===== src/rtl/cnv_boot_pkg.sv =====
package cnv_boot_pkg;

    localparam int WORD_W = 16;
    localparam int ADDR_W = 4;

    typedef enum logic [2:0] {
        ST_IDLE,
        ST_PWR_WAIT,
        ST_RST_PULSE,
        ST_WR_WAIT,
        ST_SHIFT,
        ST_DONE
    } seq_state_t;

    // Round a delay in nanoseconds up to whole clock cycles, at least one.
    function automatic longint unsigned ns_to_cycles(input longint unsigned ns,
                                                     input longint unsigned hz);
        longint unsigned c;
        c = (ns * hz + 64'd999_999_999) / 64'd1_000_000_000;
        return (c == 0) ? 64'd1 : c;
    endfunction

    function automatic int max3(input int a, input int b, input int c);
        int m;
        m = (a > b) ? a : b;
        return (m > c) ? m : c;
    endfunction

endpackage


===== src/rtl/cnv_phase_timer.sv =====
module cnv_phase_timer #(
    parameter int CNT_W = 8
) (
    input  logic             clk,
    input  logic             rst_n,
    input  logic             run,
    input  logic [CNT_W-1:0] limit,
    output logic             phase_end
);

    logic [CNT_W-1:0] cnt_q;

    // The phase ends on the limit-th consecutive running cycle.
    assign phase_end = run && (cnt_q == (limit - CNT_W'(1)));

    always_ff @(posedge clk) begin
        if (!rst_n) begin
            cnt_q <= '0;
        end else if (!run || phase_end) begin
            cnt_q <= '0;
        end else begin
            cnt_q <= cnt_q + CNT_W'(1);
        end
    end

endmodule


===== src/rtl/cnv_word_shifter.sv =====
module cnv_word_shifter
    import cnv_boot_pkg::*;
#(
    parameter int NUM_WORDS = 4,
    parameter int SCLK_HALF = 2,
    parameter int COUNT_W   = $clog2(NUM_WORDS + 1)
) (
    input  logic                        clk,
    input  logic                        rst_n,
    input  logic                        go,
    input  logic [COUNT_W-1:0]          n_words,
    input  logic [NUM_WORDS*WORD_W-1:0] words,
    output logic                        sen_n,
    output logic                        sclk,
    output logic                        sdata,
    output logic                        fin
);

    localparam int IDX_W  = (NUM_WORDS > 1) ? $clog2(NUM_WORDS) : 1;
    localparam int HALF_W = (SCLK_HALF > 1) ? $clog2(SCLK_HALF) : 1;
    localparam int BIT_W  = $clog2(WORD_W);

    logic [WORD_W-1:0] word_arr [NUM_WORDS];

    genvar gi;
    generate
        for (gi = 0; gi < NUM_WORDS; gi++) begin : g_words
            assign word_arr[gi] = words[gi*WORD_W +: WORD_W];
        end
    endgenerate

    logic              active_q;
    logic              low_q;
    logic [HALF_W-1:0] hcnt_q;
    logic [BIT_W-1:0]  bit_q;
    logic [IDX_W-1:0]  widx_q;
    logic [WORD_W-1:0] shreg_q;
    logic [IDX_W-1:0]  nxt_idx;
    logic              last_word;
    logic              half_end;

    assign nxt_idx   = (widx_q == IDX_W'(NUM_WORDS - 1)) ? '0 : widx_q + IDX_W'(1);
    assign last_word = ((COUNT_W'(widx_q) + COUNT_W'(1)) == n_words);
    assign half_end  = (hcnt_q == HALF_W'(SCLK_HALF - 1));

    always_ff @(posedge clk) begin
        if (!rst_n) begin
            active_q <= 1'b0;
            low_q    <= 1'b0;
            hcnt_q   <= '0;
            bit_q    <= '0;
            widx_q   <= '0;
            shreg_q  <= '0;
            fin      <= 1'b0;
        end else begin
            fin <= 1'b0;
            if (go) begin
                active_q <= 1'b1;
                low_q    <= 1'b0;
                hcnt_q   <= '0;
                bit_q    <= '0;
                widx_q   <= '0;
                shreg_q  <= word_arr[0];
            end else if (active_q) begin
                if (half_end) begin
                    hcnt_q <= '0;
                    low_q  <= !low_q;
                    if (low_q) begin
                        // Rising serial clock: advance to the next bit.
                        if (bit_q == BIT_W'(WORD_W - 1)) begin
                            bit_q <= '0;
                            if (last_word) begin
                                active_q <= 1'b0;
                                fin      <= 1'b1;
                                shreg_q  <= '0;
                            end else begin
                                widx_q  <= nxt_idx;
                                shreg_q <= word_arr[nxt_idx];
                            end
                        end else begin
                            bit_q   <= bit_q + BIT_W'(1);
                            shreg_q <= {shreg_q[WORD_W-2:0], 1'b0};
                        end
                    end
                end else begin
                    hcnt_q <= hcnt_q + HALF_W'(1);
                end
            end
        end
    end

    assign sen_n = !active_q;
    assign sclk  = !(active_q && low_q);
    assign sdata = active_q && shreg_q[WORD_W-1];

endmodule


===== src/rtl/cnv_boot_seq.sv =====
module cnv_boot_seq
    import cnv_boot_pkg::*;
#(
    parameter longint unsigned CLK_HZ       = 100_000_000,
    parameter longint unsigned PWR_WAIT_NS  = 10_000_000,
    parameter longint unsigned RST_WIDTH_NS = 2_000,
    parameter longint unsigned WR_WAIT_NS   = 2_000,
    parameter int              SCLK_HALF    = 2,
    parameter int              NUM_WORDS    = 4,
    parameter int              COUNT_W      = $clog2(NUM_WORDS + 1)
) (
    input  logic                        clk,
    input  logic                        rst_n,
    input  logic                        pwr_good,
    input  logic                        start,
    input  logic [COUNT_W-1:0]          cfg_count,
    input  logic [NUM_WORDS*WORD_W-1:0] cfg_words,
    output logic                        conv_rst,
    output logic                        ser_en_n,
    output logic                        ser_clk,
    output logic                        ser_dat,
    output logic                        seq_done,
    output logic                        seq_busy
);

    localparam int PWR_CYC = int'(ns_to_cycles(PWR_WAIT_NS, CLK_HZ));
    localparam int RST_CYC = int'(ns_to_cycles(RST_WIDTH_NS, CLK_HZ));
    localparam int WR_CYC  = int'(ns_to_cycles(WR_WAIT_NS, CLK_HZ));
    localparam int TMR_W   = $clog2(max3(PWR_CYC, RST_CYC, WR_CYC) + 1);

    seq_state_t         state_q, state_d;
    logic [COUNT_W-1:0] count_q;
    logic               tmr_run;
    logic [TMR_W-1:0]   tmr_limit;
    logic               tmr_end;
    logic               shift_go;
    logic               shift_fin;

    // State register.
    always_ff @(posedge clk) begin
        if (!rst_n) begin
            state_q <= ST_IDLE;
        end else begin
            state_q <= state_d;
        end
    end

    // Word count captured when a start is accepted, clamped to the list size.
    always_ff @(posedge clk) begin
        if (!rst_n) begin
            count_q <= '0;
        end else if ((state_q == ST_IDLE || state_q == ST_DONE) && start) begin
            count_q <= (cfg_count > COUNT_W'(NUM_WORDS)) ? COUNT_W'(NUM_WORDS) : cfg_count;
        end
    end

    // Next-state logic.
    always_comb begin
        state_d = state_q;
        unique case (state_q)
            ST_IDLE:      if (start) state_d = ST_PWR_WAIT;
            ST_PWR_WAIT:  if (tmr_end) state_d = ST_RST_PULSE;
            ST_RST_PULSE: if (tmr_end) state_d = ST_WR_WAIT;
            ST_WR_WAIT:   if (tmr_end) state_d = (count_q == '0) ? ST_DONE : ST_SHIFT;
            ST_SHIFT:     if (shift_fin) state_d = ST_DONE;
            ST_DONE:      if (start) state_d = ST_PWR_WAIT;
            default:      state_d = ST_IDLE;
        endcase
    end

    // Outputs and datapath controls decoded from the state.
    always_comb begin
        conv_rst  = 1'b0;
        seq_done  = 1'b0;
        seq_busy  = 1'b1;
        tmr_run   = 1'b0;
        tmr_limit = TMR_W'(1);
        shift_go  = 1'b0;
        unique case (state_q)
            ST_IDLE: begin
                seq_busy = 1'b0;
            end
            ST_PWR_WAIT: begin
                tmr_run   = pwr_good;
                tmr_limit = TMR_W'(PWR_CYC);
            end
            ST_RST_PULSE: begin
                conv_rst  = 1'b1;
                tmr_run   = 1'b1;
                tmr_limit = TMR_W'(RST_CYC);
            end
            ST_WR_WAIT: begin
                tmr_run   = 1'b1;
                tmr_limit = TMR_W'(WR_CYC);
                shift_go  = tmr_end && (count_q != '0);
            end
            ST_SHIFT: begin
            end
            ST_DONE: begin
                seq_done = 1'b1;
                seq_busy = 1'b0;
            end
            default: begin
                seq_busy = 1'b0;
            end
        endcase
    end

    cnv_phase_timer #(
        .CNT_W (TMR_W)
    ) u_timer (
        .clk       (clk),
        .rst_n     (rst_n),
        .run       (tmr_run),
        .limit     (tmr_limit),
        .phase_end (tmr_end)
    );

    cnv_word_shifter #(
        .NUM_WORDS (NUM_WORDS),
        .SCLK_HALF (SCLK_HALF),
        .COUNT_W   (COUNT_W)
    ) u_shifter (
        .clk     (clk),
        .rst_n   (rst_n),
        .go      (shift_go),
        .n_words (count_q),
        .words   (cfg_words),
        .sen_n   (ser_en_n),
        .sclk    (ser_clk),
        .sdata   (ser_dat),
        .fin     (shift_fin)
    );

endmodule


===== config.mk =====
export PLATFORM = sky130hd
export DESIGN_NAME = cnv_boot_seq
export DESIGN_NICKNAME = d
export VERILOG_FILES = /design/src/rtl/cnv_boot_pkg.sv /design/src/rtl/cnv_phase_timer.sv /design/src/rtl/cnv_word_shifter.sv /design/src/rtl/cnv_boot_seq.sv
export SDC_FILE = /design/constraint.sdc
export NUM_CORES = 1
export LEC_CHECK = 0
export ABC_AREA = 1
export BUFFER_PORTS_ARGS = -buffer_cell sky130_fd_sc_hd__clkbuf_2
export CAP_MARGIN = 20
export CELL_PAD_IN_SITES_DETAIL_PLACEMENT = 0
export CELL_PAD_IN_SITES_GLOBAL_PLACEMENT = 2
export CORE_ASPECT_RATIO = 0.75
export CORE_MARGIN = 1.5
export CORE_UTILIZATION = 30
export CTS_CLUSTER_DIAMETER = 40
export DETAILED_ROUTE_END_ITERATION = 10
export PLACE_DENSITY_LB_ADDON = 0.08
export SLEW_MARGIN = 20
export SYNTH_ARGS = -nofsm -noshare
export SYNTH_HDL_FRONTEND = slang
export SYNTH_SLANG_ARGS = --single-unit

===== constraint.sdc =====
create_clock -name clk -period 4.91 [get_ports clk]
set_input_delay 0.491 -clock clk [delete_from_list [all_inputs] [get_ports clk]]
set_output_delay 0.491 -clock clk [all_outputs]
set_load 0.02 [all_outputs]

# Word-level counts from Yosys, hierarchy flattened
# Cells that the tools add are included.
# totals
output_inout_bits	6
in_bits	71
regBits	52
# op_classes
reduce_logical	28
bitwise_logic	7
n_eq_ne	14
n_lt_le_gt_ge	2
n_mux	33
addsub	6
# op_table
op	count
$mux W16	8
$pmux W20 S2	1
$bmux W16 S2	1
$add A20 B1 Y20 const B	1
$eq A20 B20 Y1	1
$sub A20 B1 Y20 const B	1
$mux W3	6
$pmux W3 S5	1
$mux W1	13
$reduce_and A5 Y1	2
$reduce_or A2 Y1	4
$eq A3 B2 Y1 const B	2
$eq A3 B3 Y1 const B	2
$logic_not A3 Y1	2
$ne A2 B2 Y1 const B	3
$not A1 Y1	6
$reduce_and A3 Y1	2
$reduce_bool A2 Y1	3
$reduce_or A6 Y1	1
$logic_and A1 B1 Y1	5
$add A4 B1 Y4 const B	1
$eq A4 B4 Y1 const B	1
$logic_not A1 Y1	4
$mux W4	1
16 further kinds	18

# Logic depth before layout (Yosys ltp)
# depth
word_depth	12
ltp_mapped	13

# Modules after synthesis
# From an unflattened synthesis, not the netlist that was laid out.
# unflattened
hier_cells	707
area_unflattened_um2	4262.8
# modules_own_cells
mod	area_each_um2	instances	cells_each	seq_area_each_um2
cnv_word_shifter	1938.1	1	333	520.5
cnv_phase_timer	1861.8	1	301	400.4
cnv_boot_seq	462.9	1	73	120.1

# Worst setup path before layout
# Ideal clock, no wire load.
# synth_path
path_type	register to register
startpoint	register u_shifter.widx_q[0]
endpoint	register u_shifter.shreg_q[3]
path_buffers	2
t_required_ns	4.778
stages_incl_launch_ff	12
setup_ns	0.132
path_slack_ns	3.126
t_arrival_ns	1.652
path_cell_list	dfxtp_1 -> ha_1 -> buf_2 -> xnor2_1 -> nand3_1 -> nand2_2 -> buf_2 -> nor2_1 -> a21oi_1 -> nand2_1 -> nand2_1 -> a21oi_1
# synth_via
elab_chain_cells	12
elab_cells_between_ends	15
# synth_lines
item	line_no	source
start: declaration	cnv_word_shifter.sv:36	logic [IDX_W-1:0] widx_q;
start signal: assignment	cnv_word_shifter.sv:77	widx_q <= nxt_idx;
$add A2 B1 Y2 / $eq A2 B2 Y1 (equally long branches)	cnv_word_shifter.sv:42	assign nxt_idx = (widx_q == IDX_W'(NUM_WORDS - 1)) ? '0 : widx_q + IDX_W'(1);
$mux W2 *	cnv_word_shifter.sv:42	
via u_shifter.nxt_idx[1]	cnv_word_shifter.sv:38	logic [IDX_W-1:0] nxt_idx;
$not A2 Y3 (implied by the code) *	cnv_word_shifter.sv:78	shreg_q <= word_arr[nxt_idx];
$bmux W16 S2 *	cnv_word_shifter.sv:78	
$mux W16 (implied by the code) * (2 in series)	cnv_word_shifter.sv:78	
$mux W16 *	cnv_word_shifter.sv:72	if (last_word) begin
$mux W16 *	cnv_word_shifter.sv:70	if (bit_q == BIT_W'(WORD_W - 1)) begin
$mux W16 *	cnv_word_shifter.sv:68	if (low_q) begin
$mux W16 *	cnv_word_shifter.sv:65	if (half_end) begin
$mux W16 *	cnv_word_shifter.sv:64	end else if (active_q) begin
$mux W16 *	cnv_word_shifter.sv:57	if (go) begin
end signal: assignment	cnv_word_shifter.sv:63	shreg_q <= word_arr[0];
end signal: assignment	cnv_word_shifter.sv:78	
end signal: assignment	cnv_word_shifter.sv:82	shreg_q <= {shreg_q[WORD_W-2:0], 1'b0};
end: declaration	cnv_word_shifter.sv:37	logic [WORD_W-1:0] shreg_q;
# The timed path passes the listed nets; every way through them passes the cells marked *. The select of a mux whose other input is x is not followed.
# A chain may end at the register's enable or synchronous reset.

# Worst setup path after layout
# layout_path
startpoint	register u_shifter.widx_q[0]
endpoint	register u_shifter.shreg_q[4]
# The elaborated chain is that of the path after synthesis.

==> flow_summary.json <==
{
  "maxCapViolCount": 0,
  "period_share": 0.493,
  "required_ns": 5.14,
  "synthesis.instances": 571,
  "status": "completed",
  "place_inst": 766,
  "fmax_mhz": 413,
  "synth_nets": 645,
  "finalWorstPathRequiredPeriod_ns": 2.42,
  "final_common_cell": "nand2_1",
  "hold_class": "input pin to register",
  "grt_util_met3": 0.0400,
  "power.total_w": 0.00124,
  "met2_usage": 0.229,
  "dp.final_hpwl_um": 8460,
  "yosysSeqAreaShare": 0.301,
  "worst-slew-pin-transition_ns": 0.930,
  "fp.dieArea_mm2": 0.0122,
  "ff2ff_path_depth": 9,
  "hold_end": "count_q[0]",
  "hold_viol": 0,
  "overflow": 0,
  "rows": 33,
  "area_delta_synth_final_pct": 17.2,
  "first_iter_violations": 176,
  "synth_seq_cells": 52,
  "start_util": 0.313,
  "fillers": 1275,
  "crit_path_max_fanout": 19,
  "via_per_inst": 4.73,
  "end_kind": "register",
  "htree_levels": 2,
  "cts-root-buf": "clkbuf_16",
  "clk_latency_ns": 0.30,
  "hold_depth": 3,
  "r2r_end": "u_shifter.shreg_q[4]",
  "antenna_left": 0,
  "fin_cells": 774,
  "finClkSkew_ns": 0.00954,
  "drv_slew": 0,
  "portBuffers": 76,
  "postRouteWirelength_um": 10900,
  "cts_post_setup_buffers_inserted": 0,
  "avgSynthCellArea_um2": 6.07,
  "antenna_found_initial": 0,
  "relSlewSlack": 0.378,
  "num_antenna_cells": 0,
  "io_pins": 77,
  "grt_busiest_layer": "met1",
  "p_leak_nw": 1.86,
  "syn-cell-area_mm2": 0.00346,
  "design.core.area_mm2": 0.0111,
  "r2r_slack_ns": 2.49,
  "grt_pass1_vias": 3375,
  "hold_start": "cfg_count[0]",
  "r2r_start": "u_shifter.widx_q[0]",
  "first_pass_iters": 4,
  "cts_resized": 0,
  "vias": 3662,
  "met1_usage": 0.319,
  "tns_ns": 0,
  "die_w_um": 127,
  "postCtsHoldBufs": 0,
  "startpoint_type": "register",
  "drcViolationCount": 0,
  "finalSetupViolations": 0,
  "cts_made_buffers": 5,
  "grt_pass1_wl_um": 18000,
  "power_density_mw_per_mm2": 306,
  "cts_tree": "built",
  "rsz0062_at_grt": "false",
  "gp_congestion": 0.818,
  "grt_max_degree": 36,
  "irDropWorstVdd_mv": 0.134,
  "die_y_um": 96.1,
  "clock-sinks": 52,
  "cts_buffer_depth": 2,
  "synth_cell_type_count": 38,
  "yosys_warnings": 0,
  "nets": 707,
  "path_clk_slew_ns": 0.08,
  "grt_use_total": 0.188,
  "wl_per_cell_um": 14.1,
  "path_class": "register to register",
  "drive_gt1_frac": 0.191,
  "layout_common_cells": "178 x nand2_1, 78 x nand3_1, 76 x clkbuf_2",
  "crit_arrival_ns": 2.65
}
[synth_stat cells (all sizes together)]
| library cell | instances | area [µm²] |
|---|---|---|
| nand2 | 183 | 704 |
| nand3 | 80 | 410 |
| nor2 | 67 | 282 |
| inv | 59 | 221 |
| dfxtp | 52 | 1040 |
| a21oi | 51 | 255 |
| nor3 | 17 | 95.1 |
| buf | 13 | 85.1 |
| clkbuf | 9 | 33.8 |
| xor2 | 8 | 70.1 |
| nand4 | 6 | 52.6 |
| o21ai | 6 | 33.8 |
| or2 | 4 | 25.0 |
| ha | 3 | 37.5 |
| xnor2 | 3 | 26.3 |
| a22oi | 2 | 15.0 |
| a211oi | 1 | 7.51 |
| a31oi | 1 | 21.3 |
| nor3b | 1 | 12.5 |
| nor4 | 1 | 6.26 |
| o211ai | 1 | 7.51 |
| o21a | 1 | 7.51 |
| o22ai | 1 | 6.26 |
| or3 | 1 | 6.26 |
[area by class of cell]
cell class | instances | area [µm²] | share of cell area
clock inverter | 3 | 27.5 | 0.00678
timing repair buffer | 77 | 388 | 0.0955
clock buffer | 5 | 125 | 0.0308
tap | 140 | 175 | 0.0431
multi-input combinational | 438 | 2080 | 0.513
sequential | 52 | 1040 | 0.256
inverter | 59 | 221 | 0.0545
[report_power, final]
| part | internal, W | total (W) | switching [W] |
|---|---|---|---|
| registers | 0.000440 | 0.000467 | 0.0000277 |
| logic | 0.000131 | 0.000404 | 0.000273 |
| clock network | 0.000194 | 0.000371 | 0.000177 |
[kinds of logic after synthesis]
kind of cell,count (synthesis),share of synthesized area
simple gates,360,0.460
buf+inv,81,0.0983
compound gates,64,0.102
flops,52,0.301
xor+xnor,11,0.0278
fa+ha+maj,3,0.0108
[worst max-delay path, cell delays in order (launching register included)]
cell and delay, ns:
dfxtp_1 0.36, ha_1 0.75, inv_1 0.44, nand3_1 0.19, nand2_1 0.11, nor2_1 0.14
a21oi_1 0.06, nand2_1 0.08, nand2_1 0.06, a21oi_1 0.13
[registers in the layout, indices dropped and copies added (netlist names)]
| register | count |
|---|---|
| u_shifter.bit_q | 4 |
| u_shifter.half_end | 1 |
| u_shifter.active_q | 1 |
| u_shifter.fin | 1 |
| state_q | 3 |
| u_shifter.shreg_q | 16 |
| u_timer.cnt_q | 20 |
| u_shifter.widx_q | 2 |
| count_q | 3 |
| u_shifter.low_q | 1 |
[metal layers]
metal  part of all wire  wire length [µm]
met5                  0                 0
met4             0.0048                53
met3              0.067               736
met2               0.34              3670
met1               0.59              6480
[worst max path at each step]
stage	from	cells past startpoint	endpoint
3_3_place_gp	state_q[0]	5	u_timer.cnt_q[16]
3_5_place_dp	state_q[0]	4	u_timer.cnt_q[10]
4_1_cts	state_q[0]	5	u_timer.cnt_q[16]
6_report	u_shifter.widx_q[0]	9	u_shifter.shreg_q[4]
2_1_floorplan	u_shifter.widx_q[0]	11	u_shifter.shreg_q[3]
5_1_grt	u_shifter.widx_q[0]	9	u_shifter.shreg_q[2]
[metrics by stage]
stage | hold WS, ns | utilization | instance area, µm² | setup WS [ns]
6_report | 0.437 | 0.367 | 4060 | 2.49
5_1_grt | 0.454 | 0.367 | 4060 | 2.24
4_1_cts | 0.433 | 0.367 | 4060 | 2.51
3_5_place_dp | 0.454 | 0.353 | 3910 | 2.52
3_3_place_gp | 0.452 | 0.353 | 3910 | 2.56
2_1_floorplan | 0.430 | - | 3460 | 3.13
Power figures use the tool's default switching activity.
